## src/rtl/ptmr_pkg.sv

```systemverilog
package ptmr_pkg;

    localparam int unsigned CW    = 16;
    localparam int unsigned PRE_W = 8;

    localparam logic [CW-1:0] CTRL_MASK = 16'hA0B6;

    typedef struct packed {
        logic       on;
        logic       rsv14;
        logic       sidl;
        logic [4:0] rsv12_8;
        logic       gate;
        logic       rsv6;
        logic [1:0] ckps;
        logic       rsv3;
        logic       tsync;
        logic       tcs;
        logic       rsv0;
    } ctrl_t;

    typedef enum logic [1:0] {
        SEL_CTRL   = 2'd0,
        SEL_COUNT  = 2'd1,
        SEL_PERIOD = 2'd2,
        SEL_NONE   = 2'd3
    } wsel_e;

    function automatic logic [PRE_W-1:0] presc_last(input logic [1:0] ckps);
        case (ckps)
            2'b00:   presc_last = PRE_W'(0);
            2'b01:   presc_last = PRE_W'(7);
            2'b10:   presc_last = PRE_W'(63);
            default: presc_last = PRE_W'(255);
        endcase
    endfunction

endpackage

```

## src/rtl/ptmr_edge_sync.sv

```systemverilog
module ptmr_edge_sync (
    input  logic clk,
    input  logic rst,
    input  logic pin,
    output logic level,
    output logic rise,
    output logic fall
);
    logic s1, s2, s3;

    always_ff @(posedge clk) begin
        if (rst) begin
            s1 <= 1'b0;
            s2 <= 1'b0;
            s3 <= 1'b0;
        end else begin
            s1 <= pin;
            s2 <= s1;
            s3 <= s2;
        end
    end

    assign level = s2;
    assign rise  = s2 & ~s3;
    assign fall  = ~s2 & s3;

    AST_EDGE_EXCL: assert property (@(posedge clk) disable iff (rst)
        $onehot0({rise, fall}));

endmodule

```

## src/rtl/ptmr_prescale.sv

```systemverilog
module ptmr_prescale #(
    parameter int unsigned PW = 8
) (
    input  logic          clk,
    input  logic          rst,
    input  logic          clr,
    input  logic          src,
    input  logic [PW-1:0] last,
    output logic          tick
);
    logic [PW-1:0] pre_q;

    assign tick = src & (pre_q == last);

    always_ff @(posedge clk) begin
        if (rst || clr) begin
            pre_q <= '0;
        end else if (src) begin
            pre_q <= (pre_q == last) ? '0 : pre_q + PW'(1);
        end
    end

    AST_PRE_BOUND: assert property (@(posedge clk) disable iff (rst)
        pre_q <= last || $past(last) != last || $past(clr));

    AST_PRE_CLEAR: assert property (@(posedge clk) disable iff (rst)
        clr |=> pre_q == '0);

endmodule

```

## src/rtl/ptmr_counter.sv

```systemverilog
module ptmr_counter #(
    parameter int unsigned TW = 16
) (
    input  logic          clk,
    input  logic          rst,
    input  logic          tick,
    input  logic          cnt_wr,
    input  logic          per_wr,
    input  logic [TW-1:0] wr_data,
    output logic [TW-1:0] count_q,
    output logic [TW-1:0] period_q,
    output logic          match_set,
    output logic          match_pulse
);
    logic [TW-1:0] nxt;

    assign nxt       = (count_q == period_q) ? '0 : count_q + TW'(1);
    assign match_set = tick & ~cnt_wr & (nxt == period_q);

    always_ff @(posedge clk) begin
        if (rst) begin
            count_q     <= '0;
            period_q    <= '1;
            match_pulse <= 1'b0;
        end else begin
            if (cnt_wr)      count_q <= wr_data;
            else if (tick)   count_q <= nxt;
            if (per_wr)      period_q <= wr_data;
            match_pulse <= match_set;
        end
    end

    AST_WRAP_ZERO: assert property (@(posedge clk) disable iff (rst)
        (tick && !cnt_wr && count_q == period_q) |=> count_q == '0);

    AST_WR_PRIO: assert property (@(posedge clk) disable iff (rst)
        cnt_wr |=> (count_q == $past(wr_data) && !match_pulse));

endmodule

```

## src/rtl/ptmr_top.sv

```systemverilog
module ptmr_top (
    input  logic        clk,
    input  logic        rst,
    input  logic        wr_en,
    input  logic [1:0]  wr_sel,
    input  logic [15:0] wr_data,
    input  logic        flag_clr,
    input  logic        idle,
    input  logic        ext_pin,
    output logic [15:0] ctrl_q,
    output logic [15:0] count_q,
    output logic [15:0] period_q,
    output logic        match_pulse,
    output logic        irq_flag,
    output logic        gate_done
);
    import ptmr_pkg::*;

    localparam int unsigned TW = CW;

    ctrl_t ctrl;
    logic  ctrl_wr, cnt_wr, per_wr;
    logic  run, base, src, tick, match_set;
    logic  pin_lvl, pin_rise, pin_fall;

    assign ctrl_wr = wr_en && (wsel_e'(wr_sel) == SEL_CTRL);
    assign cnt_wr  = wr_en && (wsel_e'(wr_sel) == SEL_COUNT);
    assign per_wr  = wr_en && (wsel_e'(wr_sel) == SEL_PERIOD);

    always_ff @(posedge clk) begin
        if (rst)          ctrl <= '0;
        else if (ctrl_wr) ctrl <= ctrl_t'(wr_data & CTRL_MASK);
    end

    assign ctrl_q = ctrl;

    ptmr_edge_sync u_sync (
        .clk   (clk),
        .rst   (rst),
        .pin   (ext_pin),
        .level (pin_lvl),
        .rise  (pin_rise),
        .fall  (pin_fall)
    );

    always_comb begin
        if (ctrl.tcs)       base = ctrl.tsync & pin_rise;
        else if (ctrl.gate) base = pin_lvl;
        else                base = 1'b1;
    end

    assign run = ctrl.on & ~(ctrl.sidl & idle);
    assign src = run & base & ~ctrl_wr;

    ptmr_prescale #(.PW(PRE_W)) u_pre (
        .clk  (clk),
        .rst  (rst),
        .clr  (~ctrl.on | ctrl_wr),
        .src  (src),
        .last (presc_last(ctrl.ckps)),
        .tick (tick)
    );

    ptmr_counter #(.TW(TW)) u_cnt (
        .clk         (clk),
        .rst         (rst),
        .tick        (tick),
        .cnt_wr      (cnt_wr),
        .per_wr      (per_wr),
        .wr_data     (wr_data),
        .count_q     (count_q),
        .period_q    (period_q),
        .match_set   (match_set),
        .match_pulse (match_pulse)
    );

    always_ff @(posedge clk) begin
        if (rst) begin
            irq_flag  <= 1'b0;
            gate_done <= 1'b0;
        end else begin
            if (match_set)     irq_flag <= 1'b1;
            else if (flag_clr) irq_flag <= 1'b0;
            if (ctrl.on && !ctrl.tcs && ctrl.gate && pin_fall) gate_done <= 1'b1;
            else if (flag_clr)                                  gate_done <= 1'b0;
        end
    end

    AST_MATCH_FLAG: assert property (@(posedge clk) disable iff (rst)
        match_pulse |-> irq_flag);

    AST_OFF_HOLD: assert property (@(posedge clk) disable iff (rst)
        (!ctrl.on && !cnt_wr) |=> $stable(count_q));

    AST_IDLE_HOLD: assert property (@(posedge clk) disable iff (rst)
        (ctrl.sidl && idle && !cnt_wr) |=> $stable(count_q));

    AST_CTRL_MASK: assert property (@(posedge clk) disable iff (rst)
        (ctrl_q & ~CTRL_MASK) == '0);

    AST_NOSYNC_EXT: assert property (@(posedge clk) disable iff (rst)
        (ctrl.tcs && !ctrl.tsync && !cnt_wr) |=> $stable(count_q));

endmodule

```

## config.mk

```make
export PLATFORM = sky130hd
export DESIGN_NAME = ptmr_top
export DESIGN_NICKNAME = d
export VERILOG_FILES = /design/src/rtl/ptmr_pkg.sv /design/src/rtl/ptmr_edge_sync.sv /design/src/rtl/ptmr_prescale.sv /design/src/rtl/ptmr_counter.sv /design/src/rtl/ptmr_top.sv
export SDC_FILE = /design/constraint.sdc
export NUM_CORES = 1
export LEC_CHECK = 0
export BUFFER_PORTS_ARGS = -buffer_cell sky130_fd_sc_hd__buf_2
export CORE_ASPECT_RATIO = 1.5
export CORE_MARGIN = 2
export CORE_UTILIZATION = 45
export CTS_CLUSTER_DIAMETER = 150
export DETAILED_ROUTE_END_ITERATION = 7
export GPL_TIMING_DRIVEN = 0
export PLACE_DENSITY = 0.75
export RECOVER_POWER = 100
export SYNTH_ARGS = -nofsm -noshare
export SYNTH_HDL_FRONTEND = slang
export SYNTH_HIERARCHICAL = 1
export SYNTH_SLANG_ARGS = --single-unit
```

## constraint.sdc

```tcl
create_clock -name clk -period 4.6 [get_ports clk]
set_clock_uncertainty 0.05 [all_clocks]
set_input_delay 0.46 -clock clk [delete_from_list [all_inputs] [get_ports clk]]
set_output_delay 0.46 -clock clk [all_outputs]
set_load 0.05 [all_outputs]
```

==> flow_metrics.tcl <==
set metrics [dict create \
    met1_length_um 3729 \
    ir_worst_vdd_mv 0.1398 \
    syn_inst 422 \
    synth-main-ff-cell "dfxtp_1" \
    h-tree-depth 2 \
    critPathLaunchType "input port" \
    final_nets 528 \
    synth_warnings 6 \
    fin_crit_ns 4.018 \
    grt_usage 0.2384 \
    cp.required_ns 4.78 \
    wl_met2_um 5022 \
    whs_ns 0.3350 \
    clk_latency_ns 0.30 \
    antenna_cells 0 \
    setup_viol 0 \
    detail-route-antenna-nets 0 \
    dpl_cell_area_mm2 0.003925 \
    synthArstFlopShare 0 \
    synth_area_mm2 0.003442 \
    rsz0062_at_grt "no" \
    place_congestion 0.9419 \
    cts.repair.resized 0 \
    grt_start_max_net_pins 17 \
    worstMarginPinSlew_ns 0.8177 \
    power_density_mw_per_mm2 272.8 \
    numCtsBuffers 5 \
    clockBufferDepth 2 \
    fin_area_mm2 0.003999 \
    area_delta_synth_final_pct 16.18 \
    row_count 39 \
    crit_type "input port to register" \
    dpl.hpwl_um 7483 \
    die_y_um 111.1 \
    port_buffers 65 \
    drcViolationCount 0 \
    wl_per_cell_um 15.98 \
    fp.dieW_um 75.41 \
    avgViaCountPerCell 5.542 \
    status "finished, final reports clean" \
    gr-total-overflow 0 \
    hp-class "input port to register" \
    synth-seq-area-share 0.3083 \
    synth.distinct_cells 61 \
    finalMaxSlewViolations 0 \
    path_max_fanout 12 \
    dp.cells 597 \
    dr_wl_met3_um 566 \
    ctsHoldBuffers 0 \
    layout.cells.non_filler 605 \
    clock.fmax_ghz 0.2489 \
    setup_tns_ns 0 \
    final_cell_mix "clkbuf_1, dfxtp_1, nand2_1" \
    synth_edf_count 0 \
    grt_pass1_wl_um 15420 \
    arrival_ns 4.20 \
    drv_cap 0 \
    drt-initial-drc-count 183 \
    crit_path_end_kind "register" \
    die_area_mm2 0.008379 \
    initial_core_util 0.4580 \
    coreArea_mm2 0.007515 \
    grt_pass1_vias 3061 \
    tritoncts "yes" \
    post-route-util 0.5321 \
    drive_gt1_frac 0.1332 \
    relSlewSlack 0.4548 \
    firstDrtPassIters 4 \
    path_clk_slew_ns 0.07 \
    cts_root_buf "clkbuf_16" \
    wl_um 9666 \
    leakagePower_nw 1.420 \
    post-cts-setup-buffers 0 \
    vias 3353 \
    synth-seq-cells 53 \
    final-hold-violation-count 0 \
    io-pin-count 75 \
    antenna_found_initial 0 \
    final_common_cell "clkbuf_1" \
    cts_sinks 53 \
    syn_area_per_cell_um2 8.157 \
    min_period_over_period 0.8735 \
    top_layer "met4" \
]
[stage by stage]
stage          power [mW]  worst slack [ns]
2_1_floorplan      0.6733             1.253
3_3_place_gp       0.7293            0.7263
3_5_place_dp       0.7315            0.6889
4_1_cts             1.100            0.8338
5_1_grt             1.137            0.3235
6_report            1.091            0.5817
[registers in the layout, summed over array words and instances, names as in the netlist]
signal and flops:
ctrl_q 7, u_cnt/period_q 16, u_sync/s1 1, u_cnt/match_pulse 1
u_sync/level 1, gate_done 1, u_pre/pre_q 8, u_sync/s3 1
u_cnt/count_q 16, irq_flag 1
[power by group]
| part | internal (mW) | switching (mW) | total (mW) |
|---|---|---|---|
| clock network | 0.200 | 0.173 | 0.373 |
| logic | 0.0700 | 0.152 | 0.222 |
| registers | 0.475 | 0.0202 | 0.495 |
[worst max-delay path: stages]
cell	delay, ns
clkbuf_1	0.14
or3b_1	0.16
clkbuf_1	0.32
nand2_4	0.08
nor2_1	0.11
clkbuf_1	0.30
nand2_1	0.15
nor3_4	0.50
clkinv_1	0.43
a211o_1	0.35
a211o_1	0.27
nor3_1	0.15
o21ai_0	0.14
a221o_1	0.37
nor2b_1	0.15
a21oi_1	0.05
nor2_1	0.08
[cells by family after synthesis]
kind of cell | Yosys count | synth area share
mux | 22 | 0.06470
compound gates | 72 | 0.1461
flops | 53 | 0.3083
xor+xnor | 46 | 0.1170
fa+ha+maj | 2 | 0.007269
buf+inv | 51 | 0.07415
other cells | 1 | 0.001089
simple gates | 175 | 0.2814
[synth_stat cells (all sizes together), types with 4 or more instances]
cell type | instances | area share
inv | 8 | 0.0087
nand3 | 9 | 0.015
dfxtp | 53 | 0.31
nor2b | 21 | 0.038
nor2 | 26 | 0.028
clkbuf | 14 | 0.015
nand2 | 48 | 0.055
nor3b | 6 | 0.016
a21oi | 15 | 0.023
nor4 | 14 | 0.029
mux2i | 20 | 0.058
xnor2 | 35 | 0.089
buf | 28 | 0.049
and3 | 4 | 0.0076
o21ai | 16 | 0.023
nor3 | 21 | 0.037
a221oi | 9 | 0.023
o21a | 5 | 0.011
xor2 | 11 | 0.028
nand4 | 12 | 0.025
[layout make-up]
| cell class | instances | area [µm²] |
|---|---|---|
| inverter | 9 | 33.78 |
| clock inverter | 3 | 17.52 |
| clock buffer | 5 | 125.1 |
| timing repair buffer | 65 | 270.3 |
| buffer | 42 | 216.5 |
| sequential | 53 | 1061 |
| tap | 102 | 127.6 |
| fill | 789 | 3516 |
| multi-input combinational | 326 | 2147 |
[per-layer routing]
metal  global-route usage  vias up
met5                    0        -
met4               0.1064        0
met3              0.03545       23
met2               0.4017      119
met1               0.2886     1570
li1                     -     1641
[worst paths after layout]
kind / slack, ns / start / depth (start not counted) / endpoint
worst max-delay path: 0.58 / wr_sel[1] / 17 / irq_flag
worst min-delay path: 0.33 / ext_pin / 2 / u_sync/s1
worst max register to register: 0.60 / u_sync/level / 16 / irq_flag
worst min register to register: 0.41 / gate_done / 2 / gate_done
No activity file was read; power rests on OpenSTA's default activity.
